===== src/rtl/ea_pkg.sv =====
package ea_pkg;

    typedef enum logic [2:0] {
        AM_FETCH     = 3'd0,
        AM_DIRECT    = 3'd1,
        AM_REGIND    = 3'd2,
        AM_BASED     = 3'd3,
        AM_INDEXED   = 3'd4,
        AM_BIDX      = 3'd5,
        AM_BIDX_DISP = 3'd6,
        AM_BAD       = 3'd7
    } amode_e;

    typedef enum logic [1:0] {
        SEG_CODE  = 2'd0,
        SEG_DATA  = 2'd1,
        SEG_STACK = 2'd2
    } segsel_e;

endpackage


===== src/rtl/ea_offset_sum.sv =====
module ea_offset_sum
    import ea_pkg::*;
#(
    parameter int OFS_W   = 16,
    parameter int DISPB_W = 8
) (
    input  amode_e             mode,
    input  logic               bp_sel,
    input  logic               di_sel,
    input  logic               ri_idx,
    input  logic               disp8,
    input  logic [OFS_W-1:0]   disp,
    input  logic [OFS_W-1:0]   bx,
    input  logic [OFS_W-1:0]   bp,
    input  logic [OFS_W-1:0]   si,
    input  logic [OFS_W-1:0]   di,
    input  logic [OFS_W-1:0]   ip,
    output logic [OFS_W-1:0]   offset,
    output logic               uses_bp,
    output logic               illegal
);
    localparam int EXT_W = OFS_W - DISPB_W;

    logic [OFS_W-1:0] base_v;
    logic [OFS_W-1:0] idx_v;
    logic [OFS_W-1:0] dext;

    always_comb begin
        base_v = bp_sel ? bp : bx;
        idx_v  = di_sel ? di : si;
        dext   = disp8 ? {{EXT_W{disp[DISPB_W-1]}}, disp[DISPB_W-1:0]} : disp;
    end

    // Sums are truncated to OFS_W bits, which wraps the offset.
    always_comb begin
        offset  = '0;
        uses_bp = 1'b0;
        illegal = 1'b0;
        unique case (mode)
            AM_FETCH:     offset = ip;
            AM_DIRECT:    offset = dext;
            AM_REGIND: begin
                offset  = ri_idx ? idx_v : base_v;
                uses_bp = !ri_idx && bp_sel;
            end
            AM_BASED: begin
                offset  = base_v + dext;
                uses_bp = bp_sel;
            end
            AM_INDEXED:   offset = idx_v + dext;
            AM_BIDX: begin
                offset  = base_v + idx_v;
                uses_bp = bp_sel;
            end
            AM_BIDX_DISP: begin
                offset  = base_v + idx_v + dext;
                uses_bp = bp_sel;
            end
            AM_BAD:       illegal = 1'b1;
        endcase
    end
endmodule


===== src/rtl/ea_seg_pick.sv =====
module ea_seg_pick
    import ea_pkg::*;
#(
    parameter int SEG_W = 16
) (
    input  amode_e           mode,
    input  logic             uses_bp,
    input  logic [SEG_W-1:0] cs,
    input  logic [SEG_W-1:0] ds,
    input  logic [SEG_W-1:0] ss,
    output logic [SEG_W-1:0] seg_val,
    output segsel_e          seg_sel
);
    always_comb begin
        unique case (mode)
            AM_FETCH, AM_BAD: seg_sel = SEG_CODE;
            default:          seg_sel = uses_bp ? SEG_STACK : SEG_DATA;
        endcase
        unique case (seg_sel)
            SEG_CODE:  seg_val = cs;
            SEG_STACK: seg_val = ss;
            default:   seg_val = ds;
        endcase
    end
endmodule


===== src/rtl/ea_phys_form.sv =====
module ea_phys_form #(
    parameter int OFS_W     = 16,
    parameter int SEG_SHIFT = 4,
    parameter int PA_W      = OFS_W + SEG_SHIFT
) (
    input  logic [OFS_W-1:0] seg_val,
    input  logic [OFS_W-1:0] offset,
    input  logic             illegal,
    output logic [PA_W-1:0]  pa
);
    logic [PA_W-1:0] seg_scaled;
    logic [PA_W-1:0] ofs_ext;

    always_comb begin
        seg_scaled = {seg_val, {SEG_SHIFT{1'b0}}};
        ofs_ext    = {{SEG_SHIFT{1'b0}}, offset};
        pa         = illegal ? '0 : seg_scaled + ofs_ext;
    end
endmodule


===== src/rtl/ea_gen.sv =====
module ea_gen
    import ea_pkg::*;
#(
    parameter int OFS_W     = 16,
    parameter int DISPB_W   = 8,
    parameter int SEG_SHIFT = 4,
    parameter int PA_W      = OFS_W + SEG_SHIFT
) (
    input  logic             clk,
    input  logic             rst_n,
    input  logic             valid_i,
    input  logic [2:0]       mode_i,
    input  logic             bp_sel_i,
    input  logic             di_sel_i,
    input  logic             ri_idx_i,
    input  logic             disp8_i,
    input  logic [OFS_W-1:0] disp_i,
    input  logic [OFS_W-1:0] bx_i,
    input  logic [OFS_W-1:0] bp_i,
    input  logic [OFS_W-1:0] si_i,
    input  logic [OFS_W-1:0] di_i,
    input  logic [OFS_W-1:0] cs_i,
    input  logic [OFS_W-1:0] ds_i,
    input  logic [OFS_W-1:0] ss_i,
    input  logic [OFS_W-1:0] ip_i,
    output logic             valid_o,
    output logic [PA_W-1:0]  pa_o,
    output logic [OFS_W-1:0] ea_o,
    output logic [1:0]       seg_o,
    output logic             illegal_o
);
    amode_e           mode;
    logic [OFS_W-1:0] offset;
    logic             uses_bp;
    logic             illegal;
    logic [OFS_W-1:0] seg_val;
    segsel_e          seg_sel;
    logic [PA_W-1:0]  pa;

    assign mode = amode_e'(mode_i);

    ea_offset_sum #(.OFS_W(OFS_W), .DISPB_W(DISPB_W)) u_ofs (
        .mode(mode), .bp_sel(bp_sel_i), .di_sel(di_sel_i), .ri_idx(ri_idx_i),
        .disp8(disp8_i), .disp(disp_i), .bx(bx_i), .bp(bp_i), .si(si_i),
        .di(di_i), .ip(ip_i), .offset(offset), .uses_bp(uses_bp),
        .illegal(illegal)
    );

    ea_seg_pick #(.SEG_W(OFS_W)) u_seg (
        .mode(mode), .uses_bp(uses_bp), .cs(cs_i), .ds(ds_i), .ss(ss_i),
        .seg_val(seg_val), .seg_sel(seg_sel)
    );

    ea_phys_form #(.OFS_W(OFS_W), .SEG_SHIFT(SEG_SHIFT), .PA_W(PA_W)) u_pa (
        .seg_val(seg_val), .offset(offset), .illegal(illegal), .pa(pa)
    );

    always_ff @(posedge clk or negedge rst_n) begin
        if (!rst_n) begin
            valid_o <= 1'b0;
        end else begin
            valid_o <= valid_i;
        end
    end

    always_ff @(posedge clk or negedge rst_n) begin
        if (!rst_n) begin
            pa_o      <= '0;
            ea_o      <= '0;
            seg_o     <= '0;
            illegal_o <= 1'b0;
        end else if (valid_i) begin
            pa_o      <= pa;
            ea_o      <= illegal ? '0 : offset;
            seg_o     <= seg_sel;
            illegal_o <= illegal;
        end
    end
endmodule


===== config.mk =====
export PLATFORM = sky130hd
export DESIGN_NAME = ea_gen
export DESIGN_NICKNAME = d
export VERILOG_FILES = /design/src/rtl/ea_pkg.sv /design/src/rtl/ea_offset_sum.sv /design/src/rtl/ea_seg_pick.sv /design/src/rtl/ea_phys_form.sv /design/src/rtl/ea_gen.sv
export SDC_FILE = /design/constraint.sdc
export NUM_CORES = 1
export LEC_CHECK = 0
export BUFFER_PORTS_ARGS = -buffer_cell sky130_fd_sc_hd__buf_2
export CORE_MARGIN = 4
export CORE_UTILIZATION = 45
export CTS_BUF_LIST = sky130_fd_sc_hd__clkbuf_2 sky130_fd_sc_hd__clkbuf_4 sky130_fd_sc_hd__clkbuf_8
export CTS_CLUSTER_SIZE = 20
export DETAILED_ROUTE_END_ITERATION = 10
export GPL_TIMING_DRIVEN = 0
export PLACE_DENSITY = 0.71
export SLEW_MARGIN = 20
export SYNTH_ARGS = -nofsm -noshare
export SYNTH_HDL_FRONTEND = slang
export SYNTH_HIERARCHICAL = 1
export SYNTH_SLANG_ARGS = --single-unit

===== constraint.sdc =====
create_clock -name clk -period 0.8 [get_ports clk]
set_input_delay 0.16 -clock clk [delete_from_list [all_inputs] [get_ports clk]]
set_output_delay 0.16 -clock clk [all_outputs]
set_load 0.02 [all_outputs]

# [Yosys cells after proc, flatten, opt, wreduce, memory -nomap -nowiden]
# Cells that the tools add are included.
[op_classes] n_mux=12 n_reduce_logical=6 addsub=5 bitwise_logic=0 n_shift=0 n_mul=0 div_mod_pow=0 n_eq_ne=8 n_lt_le_gt_ge=0
[op_table] op="$pmux W16 S7" count=1
[op_table] op="$mux W16" count=5
[op_table] op="$add A16 B16 Y16" count=4
[op_table] op="$pmux W16 S2" count=1
[op_table] op="$add A20 B16 Y20" count=1
[op_table] op="$mux W20" count=1
[op_table] op="$eq A3 B3 Y1 const B" count=4
[op_table] op="$eq A3 B2 Y1 const B" count=2
[op_table] op="$mux W2" count=2
[op_table] op="$eq A3 B1 Y1 const B" count=1
[op_table] op="$logic_not A3 Y1" count=1
[op_table] op="$reduce_or A3 Y1" count=1
[op_table] op="$eq A2 B2 Y1 const B" count=1
[op_table] op="$logic_not A2 Y1" count=1
[op_table] op="$pmux W1 S2" count=1
[op_table] op="$reduce_or A2 Y1" count=1
[op_table] op="$logic_and A1 B1 Y1" count=1
[op_table] op="$logic_not A1 Y1" count=1
[op_table] op="$mux W1" count=1
[word_totals] word_cells=36 latch_bits=0 rom_bits=0 register_bits=40 out_inout_bits=40 n_memories=0 ram_bits=0

# [Logic depth before layout (Yosys ltp)]
# Gate-level depths: netlist (run 1).
[depth] word_depth=9 mapped_depth=27

# [By module]
# The synthesis (run 1) kept the hierarchy.
[by_module_without_submodules] module="ea_offset_sum" area_per_inst_um2=3271.9 cells_per_inst=460 instances=1
[by_module_without_submodules] module="ea_gen" area_per_inst_um2=1651.6 cells_per_inst=118 instances=1
[by_module_without_submodules] module="ea_phys_form" area_per_inst_um2=924.6 cells_per_inst=126 instances=1
[by_module_without_submodules] module="ea_seg_pick" area_per_inst_um2=475.5 cells_per_inst=40 instances=1

# [Worst setup path before layout (run 1)]
# Ideal clock, no wire load.
[synth_timing] path_kind="in2reg" start="input port bp_sel_i" end="register pa_o[16]" slack_ps=-5048 required_ps=675 setup_ps=125 t_arrival_ps=5723 cell_stages=24 path_buffers=2 cell_sequence="buf_2 -> buf_2 -> mux2_2 -> ha_1 -> a21oi_1 -> nor2_2 -> o31ai_4 -> a21oi_2 -> or4_1 -> o311ai_1 -> a21oi_1 -> ha_1 -> a21o_1 -> a21o_1 -> a2111oi_0 -> a21oi_1 -> xor2_1 -> a221o_1 -> ha_1 -> or2_2 -> o311a_4 -> a211oi_2 -> mux2_1 -> mux2_4"
[synth_between] word_cells_on_any_way=15
[synth_rtl] element="start, declared" line="ea_gen.sv:13" source="input logic bp_sel_i,"
[synth_rtl] element="$mux W16 (*)" line="ea_offset_sum.sv:29" source="base_v = bp_sel ? bp : bx;"
[synth_rtl] element="$add A16 B16 Y16" line="ea_offset_sum.sv:52, ea_offset_sum.sv:56"
[synth_rtl] element="$add A16 B16 Y16" line="ea_offset_sum.sv:56" source="offset = base_v + idx_v + dext;"
[synth_rtl] element="$pmux W16 S7 (*)" line="ea_offset_sum.sv:39" source="unique case (mode)"
[synth_rtl] element="named net offset[14]" line="ea_gen.sv:33" source="logic [OFS_W-1:0] offset;"
[synth_rtl] element="$add A20 B16 Y20 (*)" line="ea_phys_form.sv:17" source="pa = illegal ? '0 : seg_scaled + ofs_ext;"
[synth_rtl] element="$mux W20 (*)" line="ea_phys_form.sv:17"
[synth_rtl] element="named net pa[16]" line="ea_gen.sv:38" source="logic [PA_W-1:0] pa;"
[synth_rtl] element="end signal, assigned" line="ea_gen.sv:73" source="pa_o <= pa;"
[synth_rtl] element="end, declared" line="ea_gen.sv:27" source="output logic [PA_W-1:0] pa_o,"
# The timed path passes the listed nets; every way through them passes the cells marked *.
# A chain may end at the register's enable or synchronous reset.

# [Worst setup path in the final report (run 1)]
# Same ends and word-level chain as after synthesis.

==> results.cfg, run 1 <==
[cts]
cts.sinks = 40
insertion_delay_ns = 0.30
cts_tree = built
htree_levels = 2
clk_pin_slew_ns = 0.09
numCtsBuffers = 5
root_buffer = clkbuf_8
clockBufferDepth = 2

[logic_synthesis]
synth_area_leaders = dfrtp_1 16%, mux2_2 11%, ha_1 8.3%
synth_top_area_frac = 0.158
syn_nets = 943
netlist_top_cells_count = 62 x mux2_2, 56 x nor2_1, 51 x o21ai_0, 46 x nand2_1
yosys_warnings = 6
ys.flop_type = dfrtp_1
yosysTopAreaCell = dfrtp_1
syn_avg_cell_area_um2 = 8.50
async_flop_share = 1.00
netlist_instances = 744
synth_edf_count = 0
synth.distinct_cells = 89
synthesis.area_mm2 = 0.00632
yosysSeqAreaShare = 0.158
synth_seq_cells = 40
yosysMostFrequentCell = mux2_2

[worst_setup_path]
worst-path-stages = 25
crit_slowest_cell = or4_4
r2r_cells = 2
cp-end-kind = flip-flop
slowest_delay_ns = 0.51
cp-start-kind = input port
worstPathRequired_ns = 0.99
worst-path-buf-inv = 4
path_max_fanout = 6
critPathArrivalTime_ns = 5.78
cp_top_family = compound AO/OA/AOI/OAI gates
criticalPathCategory = in -> reg

[drt]
drcViolationCount = 0
ant_nets = 0
drtIter0Drc = 660
route.met3.wl_um = 1960
wire_per_inst_um = 19.8
routed_wl_um = 24500
highest_layer = met4
via_per_inst = 5.94
vias = 7356
wl_met2_um = 12000
wirelength_met1_um = 9880
drt-pass1-iter-count = 5

[worst_hold_path]
hold_class = in -> async

[timing]
slew_headroom = 0.315
finalHoldViolCount = 8
min_period_ns = 5.59
setup_slack_ns = -4.79
skew_ns = 0
grt_setup_unrepaired = true
finalCritPeriodShare = 6.99
timing.fmax_ghz = 0.179
slew_viol_final = 0
setup_viol_count_final = 79
fin_setup_tns_ns = -126.77
timing.hold.ws_ns = -0.00873
worstMarginPinSlew_ns = 1.03

[finish]
layout.nets = 1257
antennaDiodeCount = 0
n_fill_cell = 985
drive_gt1_frac = 0.565
area_growth_pct = 58.6

[place]
pre_cts_ws_ns = -5.28
gp_congestion = 0.892
dp_hpwl_um = 16500
port_buffers = 189

[floorplan]
core_mm2 = 0.0138
start_util = 0.457
fp.dieH_um = 127
rows = 43
die_area_mm2 = 0.0160
die_w_um = 127
num_io_pins = 194

[pwr]
sequentialPowerShare = 0.163
pwr_density_cell_mw_per_mm2 = 1860
vdd_ir_drop_max_mv = 1.07
switching_share = 0.418
comb_power_share = 0.758
power.leakage_nw = 4.65
power_switching_w = 0.00780
intPower_w = 0.0108
power_w = 0.0186
clkPwrFrac = 0.080

[global_route]
grt_overflow = 0
antenna_found_initial = 0
track_usage = 0.273
grt_pass1_wl_um = 35800
grt_pass1_vias = 7061
grt_start_max_net_pins = 41

[run]
drv_cap = 0

[outcome]
status = complete, but fails checks
violations = hold timing, setup timing
-- cell families (layout without fill, tap and decap cells) --
group / count (synthesis) / after routing / share of synthesized area
muxes: 123 / 123 / 0.230
xor gates and xnor gates: 26 / 26 / 0.0360
AOI/OAI and AO/OA: 214 / 214 / 0.235
adders and majority gates: 45 / 45 / 0.0926
and+or+nand+nor: 210 / 210 / 0.180
DFF: 40 / 40 / 0.158
buffers and inverters: 86 / 401 / 0.0683
-- area by class of cell --
class / instances / area [µm²] / area share
multi-input combinational: 618 / 5860 / 0.584
timing repair buffer: 308 / 2200 / 0.220
sequential: 40 / 1000 / 0.0998
buffer: 40 / 477 / 0.0475
tap: 180 / 225 / 0.0225
inverter: 45 / 173 / 0.0172
clock buffer: 6 / 82.6 / 0.00823
clock inverter: 2 / 15.0 / 0.00150
-- power by group through the flow --
stage | Clock (W) | Combinational (W) | Sequential (W)
2_1_floorplan | 0 | 0.00609 | 0.00363
5_1_grt | 0.00160 | 0.0149 | 0.00311
3_5_place_dp | 0 | 0.00913 | 0.00295
3_3_place_gp | 0 | 0.00904 | 0.00292
6_report | 0.00149 | 0.0141 | 0.00303
4_1_cts | 0.00150 | 0.0122 | 0.00301
-- timing repair --
item	CTS	global route
cloned	0	0
pin swaps	75	97
endpoints found under the setup margin	79	79
gates resized for setup	189	100
hold buffers	1	0
hold endpoints to repair	1	0
setup buffers	96	27
-- state kept, by name, summed over array words and instances, names as in the netlist --
name and cells:
illegal_o 1, pa_o 20, ea_o 16, valid_o 1, seg_o 2
-- placed cells by master (no fill, tap or decap), types with 8 or more instances in the layout --
| cell type | netlist | layout |
|---|---|---|
| buf_2 | 8 | 150 |
| buf_4 | 0 | 97 |
| buf_6 | 4 | 65 |
| mux2_2 | 62 | 50 |
| nor2_1 | 56 | 50 |
| nand2_1 | 46 | 45 |
| mux2_4 | 28 | 43 |
| inv_1 | 45 | 42 |
| dfrtp_1 | 40 | 40 |
| mux2i_1 | 30 | 27 |
| a21oi_1 | 45 | 26 |
| o21ai_1 | 9 | 24 |
| o21ai_0 | 51 | 24 |
| nand3b_1 | 19 | 19 |
| a21oi_2 | 4 | 19 |
| ha_1 | 42 | 19 |
| ha_4 | 0 | 19 |
| a21o_1 | 16 | 15 |
| clkbuf_8 | 3 | 14 |
| nor2b_1 | 16 | 14 |
| nand3_1 | 12 | 10 |
| xor2_1 | 14 | 9 |
| o21ai_2 | 0 | 9 |
| o21a_1 | 9 | 8 |
-- path summary, 6_finish.rpt --
path / from / to / slack (ns)
max reg2reg: seg_o[0] / seg_o[0] / -0.12
max in group asynchronous: rst_n / ea_o[14] / 0.21
min reg2reg: pa_o[15] / pa_o[15] / 0.54
max: bp_sel_i / pa_o[16] / -4.79
min in group clk: mode_i[1] / seg_o[0] / 0.30
min: rst_n / valid_o / -0.009
-- metal layers --
metal / vias up / global-route usage
met5: - / 0
met4: 0 / 0.0612
met3: 67 / 0.0459
met2: 379 / 0.471
met1: 3530 / 0.357
li1: 3380 / -
-- through the flow --
stage / cells / utilization / instance area (µm²)
after floorplan: 744 / - / 6710
after global placement: 1113 / 0.570 / 7880
after detailed placement: 1113 / 0.570 / 7880
after CTS: 1218 / 0.679 / 9380
after global routing: 1239 / 0.725 / 10000
final: 1239 / 0.725 / 10000
Note: power is estimated with default switching activity, not from simulation.
==> run 2: changes to the inputs <==
CELL_PAD_IN_SITES_DETAIL_PLACEMENT = 0   (was unset)
CELL_PAD_IN_SITES_GLOBAL_PLACEMENT = 1   (was unset)
CORE_UTILIZATION = 36   (was 45)
PLACE_DENSITY = 0.77   (was 0.71)
==> run 2 against run 1 <==
  * The flow still finishes with violations (hold timing, setup timing)
  * Wire length shrank 3.5%
  * Total power decreased by 3.0%
  * Utilization decreased by 15 points
  * Non-clock buffer count fell by 26
  * Die area grew 23%
  * First-iteration DRC count down 24%
  * Global-route usage decreased by 4.5 points
  * Critical endpoint is now pa_o[18]
  * Highest routed layer unchanged
==> results.cfg, run 2 (synthesis gave the netlist of run 1 again) <==
[outcome]
status = complete, but fails checks
violations = hold timing, setup timing

[worst_setup_path]
slowest_delay_ns = 0.52
crit_slowest_cell = or4_4
reg2reg_slack_ns = -0.11
path_common_cell = ha_4
cp_top_family = compound AO/OA/AOI/OAI gates
cp-end-kind = flip-flop
path_max_fanout = 5
r2r_cells = 2
worstPathRequired_ns = 0.99
criticalPathCategory = in -> reg
critPathArrivalTime_ns = 5.57
cp-start-kind = input port
worst-path-buf-inv = 4
worstReg2RegStart = pa_o[11]
r2r_end = pa_o[11]

[cts]
clk_pin_slew_ns = 0.09
htree_levels = 2
root_buffer = clkbuf_8
cts_tree = built
insertion_delay_ns = 0.30
numCtsBuffers = 5
clockBufferDepth = 2
cts.sinks = 40

[global_route]
grt_pass1_wl_um = 36200
grt_overflow = 0
track_usage = 0.228
grt_pass1_vias = 6913
grt_start_max_net_pins = 41
antenna_found_initial = 0

[timing]
grt_setup_unrepaired = true
timing.fmax_ghz = 0.186
slew_viol_final = 0
min_period_ns = 5.38
timing.hold.ws_ns = -0.00499
worstMarginPinSlew_ns = 1.05
setup_viol_count_final = 79
finalHoldViolCount = 19
skew_ns = 0
finalCritPeriodShare = 6.73
fin_setup_tns_ns = -121.71
setup_slack_ns = -4.58
slew_headroom = 0.298

[drt]
ant_nets = 0
drtIter0Drc = 500
vias = 6869
via_per_inst = 5.46
wire_per_inst_um = 18.8
drcViolationCount = 0
drt-pass1-iter-count = 5
routed_wl_um = 23700

[floorplan]
num_io_pins = 194
rows = 48
die_w_um = 141
fp.dieH_um = 141
start_util = 0.367
core_mm2 = 0.0172
die_area_mm2 = 0.0198

[place]
dp_hpwl_um = 17600
gp_congestion = 0.928
port_buffers = 189

[finish]
layout.nets = 1231
largest_reg_flops = 20
area_growth_pct = 57.6
drive_gt1_frac = 0.549
regMostFlops = pa_o
mostFrequentLayoutCells = 150 x buf_2, 79 x buf_4, 57 x buf_6, 52 x nor2_1, 49 x mux2_2
reg_top3 = pa_o: 20 flops, ea_o: 16 flops, seg_o: 2 flops
final_common_cell = buf_2
antennaDiodeCount = 0

[run]
drv_cap = 0

[pwr]
pwr_density_cell_mw_per_mm2 = 1810
vdd_ir_drop_max_mv = 1.31
power.leakage_nw = 4.56
power_w = 0.0181

[worst_hold_path]
hold_class = in -> async
[run 2: metrics by stage]
stage	setup WS (ns)	cell area [µm²]	hold slack (ns)	util	instances
after CTS	-4.61	9380	0.0225	0.544	1234
after floorplan	-4.68	6710	-0.136	-	744
after global routing	-4.72	9960	0.0659	0.578	1258
after global placement	-5.25	7930	0.294	0.460	1158
final	-4.58	9960	-0.00499	0.578	1258
after detailed placement	-5.22	7930	0.296	0.460	1158
[run 2: how the worst max path moves through the flow]
stage	startpoint	end	slack, ns	depth (start not counted)
after floorplan	di_sel_i	pa_o[16]	-4.68	23
after global placement	di_sel_i	pa_o[16]	-5.25	26
after detailed placement	bp_sel_i	pa_o[16]	-5.22	24
after CTS	bp_sel_i	pa_o[16]	-4.61	27
after global routing	di_sel_i	pa_o[18]	-4.72	25
final	di_sel_i	pa_o[18]	-4.58	25
[run 2: cell type report]
| type | count | area, µm² |
|---|---|---|
| clock buffer | 6 | 82.6 |
| tap | 225 | 282 |
| buffer | 39 | 484 |
| fill | 1531 | 7270 |
| multi-input combinational | 618 | 5870 |
| clock inverter | 2 | 38.8 |
| timing repair buffer | 283 | 2030 |
| inverter | 45 | 169 |
| sequential | 40 | 1000 |
[run 2: report_power, final]
group          total, W  switching, W  internal, W
clock network   0.00181      0.000792      0.00102
registers       0.00303      0.000434      0.00259
logic            0.0132       0.00619      0.00705
total            0.0181       0.00741       0.0107
[run 2: what timing repair did]
action | in CTS | in global routing
pin swaps | 79 | 60
resized for setup | 193 | 85
hold endpoints to repair | 1 | 0
endpoints found under the setup margin | 79 | 79
buffers inserted | 66 | 25
cloned | 2 | 0
hold buffers | 1 | 0
[run 2: metal layers]
metal | global-route usage | up-vias | wire length [µm]
met5 | 0 | - | 0
met4 | 0.0433 | 0 | 345
met3 | 0.0318 | 25 | 1200
met2 | 0.379 | 220 | 11200
met1 | 0.316 | 3306 | 11000
li1 | - | 3318 | -
==> run 3: changes to the inputs <==
CORE_UTILIZATION = 33   (was 36)
SYNTH_HIERARCHICAL = unset   (was 1)
==> run 3 against run 2 <==
  * Final cell count shrank 4.0%
  * Critical path type unchanged
  * Utilization shrank 0.64 points
  * Largest cell class unchanged
  * Synthesized cell count shrank 7.3%
  * The run still ends with hold timing, setup timing left
==> results.cfg, run 3 <==
[global_route]
antenna_found_initial = 0
grt_pass1_vias = 6512
grt_pass1_wl_um = 33100
grt_start_max_net_pins = 37
track_usage = 0.228
grt_overflow = 0

[worst_setup_path]
critPathArrivalTime_ns = 5.21
worstReg2RegStart = ea_o[11]
criticalPathCategory = in -> reg
startpoint = di_sel_i
crit_slowest_cell = ha_2
slowest_delay_ns = 0.37
cp-start-kind = input port
cp-end-kind = flip-flop
path_max_fanout = 6
worstPathRequired_ns = 1.02

[finish]
mostFrequentLayoutCells = 152 x buf_2, 106 x buf_4, 79 x nor2_1, 52 x buf_6, 43 x nand2_1
reg_top3 = pa_o: 20 flops, ea_o: 12 flops, seg_o: 2 flops
drive_gt1_frac = 0.499
largest_reg_flops = 20
final_common_cell = buf_2
area_growth_pct = 67.6
regMostFlops = pa_o
antennaDiodeCount = 0
layout.nets = 1196

[place]
port_buffers = 188
gp_congestion = 0.913
dp_hpwl_um = 15900

[timing]
slew_viol_final = 0
timing.hold.ws_ns = -0.0313
slew_headroom = 0.430
timing.fmax_ghz = 0.201
worstMarginPinSlew_ns = 0.854
finalCritPeriodShare = 6.23
skew_ns = 0
grt_setup_unrepaired = true
setup_viol_count_final = 74
fin_setup_tns_ns = -108.77
min_period_ns = 4.98
setup_slack_ns = -4.18
finalHoldViolCount = 36

[run]
drv_cap = 0

[cts]
root_buffer = clkbuf_8
clockBufferDepth = 2
clk_pin_slew_ns = 0.08
numCtsBuffers = 5
cts_tree = built
cts.sinks = 36
htree_levels = 2
insertion_delay_ns = 0.29

[worst_hold_path]
hold_class = in -> async

[logic_synthesis]
yosysSeqAreaShare = 0.172
yosysTopAreaCell = dfrtp_1
synth_area_leaders = dfrtp_1 17%, ha_1 10%, nor2_1 6.1%
synthesis.area_mm2 = 0.00524
netlist_top_cells_count = 85 x nor2_1, 56 x a21oi_1, 46 x nand2_1, 43 x ha_1, 36 x dfrtp_1
synth_seq_cells = 36
synth_edf_count = 0
synth_top_area_frac = 0.172
syn_avg_cell_area_um2 = 7.60
netlist_instances = 690
syn_nets = 890
async_flop_share = 1.00
synth.distinct_cells = 61
ys.flop_type = dfrtp_1
yosysMostFrequentCell = nor2_1
yosys_warnings = 0

[floorplan]
num_io_pins = 194
fp.dieH_um = 134
start_util = 0.341
core_mm2 = 0.0154
rows = 45
die_w_um = 134
die_area_mm2 = 0.0180

[drt]
vias = 6420
drt-pass1-iter-count = 5
ant_nets = 0
via_per_inst = 5.31
drtIter0Drc = 362
drcViolationCount = 0
routed_wl_um = 21400
wire_per_inst_um = 17.7

[outcome]
violations = hold timing, setup timing
status = complete, but fails checks

[pwr]
pwr_density_cell_mw_per_mm2 = 1970
power.leakage_nw = 4.11
vdd_ir_drop_max_mv = 1.07
power_w = 0.0173
-- run 3: cell types whose count changed after synthesis, moves of 9 or more --
cell and delta:
inv_1 -10, o21ai_0 -19, a21oi_1 +11, nor2_1 +29, mux2_2 -36, a31oi_1 +9, mux2_4 -27, o22ai_1 +13
o2bb2ai_1 +17, nand3b_1 -17, xnor2_1 +19
-- run 3: path summary, 6_finish.rpt --
path	endpoint	slack, ns	cells after the start
hold reg to reg	pa_o[14]	0.52	1
setup / recovery	pa_o[19]	-4.18	29
hold / removal	seg_o[0]	-0.03	1
min in group clk	pa_o[19]	0.30	4
max in group asynchronous	pa_o[2]	0.24	1
setup reg to reg	ea_o[11]	-0.10	2
-- run 3: final cells by class --
type                    count  area (µm²)
fillers                  1424        6580
multi-input cells         575        4870
repair buffers            300        2050
flip-flops and latches     36         902
plain buffers              42         407
well taps                 211         264
inverters                  36         138
clock inverters             3        90.1
clock buffers               5        68.8
-- run 3: per-stage QoR --
stage               std cells   util  hold slack [ns]  setup WS [ns]  area (µm²)
floorplan                 690      -           -0.136          -4.09        5600
global placement         1089  0.443            0.306          -4.85        6800
detailed placement       1089  0.443            0.308          -4.89        6800
CTS                      1189  0.543          -0.0114          -4.09        8340
global route             1208  0.572           0.0337          -4.44        8790
finish                   1208  0.572          -0.0313          -4.18        8790
-- run 3: layer usage --
layer | GRT usage | part of all wire | vias to the layer above
li1 | - | - | 3162
met1 | 0.303 | 0.43 | 2992
met2 | 0.395 | 0.49 | 223
met3 | 0.0240 | 0.055 | 43
met4 | 0.0588 | 0.024 | 0
met5 | 0 | 0 | -
-- run 3: cells by family (layout without fill, tap and decap cells) --
group,count (synthesis),count (layout),share of synthesized area
AOI/OAI and AO/OA,233,233,0.300
and+or+nand+nor,201,201,0.174
buffers and inverters,79,386,0.0613
muxes,56,56,0.114
adders and majority gates,46,46,0.114
xor gates and xnor gates,39,39,0.0651
DFF,36,36,0.172
-- run 3: worst max-delay path, delay by kind of cell --
family	cells	cell delay, ns
AOI/OAI and AO/OA	11	2.00
adders and majority gates	4	1.10
xor gates and xnor gates	4	0.70
and+or+nand+nor	6	0.63
muxes	1	0.32
buffers and inverters	3	0.31
-- run 3: power breakdown --
group | internal, W | switching, W | total, W
logic | 0.00638 | 0.00582 | 0.0122
clock network | 0.00156 | 0.000743 | 0.00230
registers | 0.00235 | 0.000422 | 0.00278
-- run 3: repair_timing --
item	in CTS	in global routing
pin swaps	72	68
gates resized for setup	169	65
hold buffers	1	0
endpoints found under the setup margin	75	75
buffers inserted	92	20
hold endpoints to repair	37	0
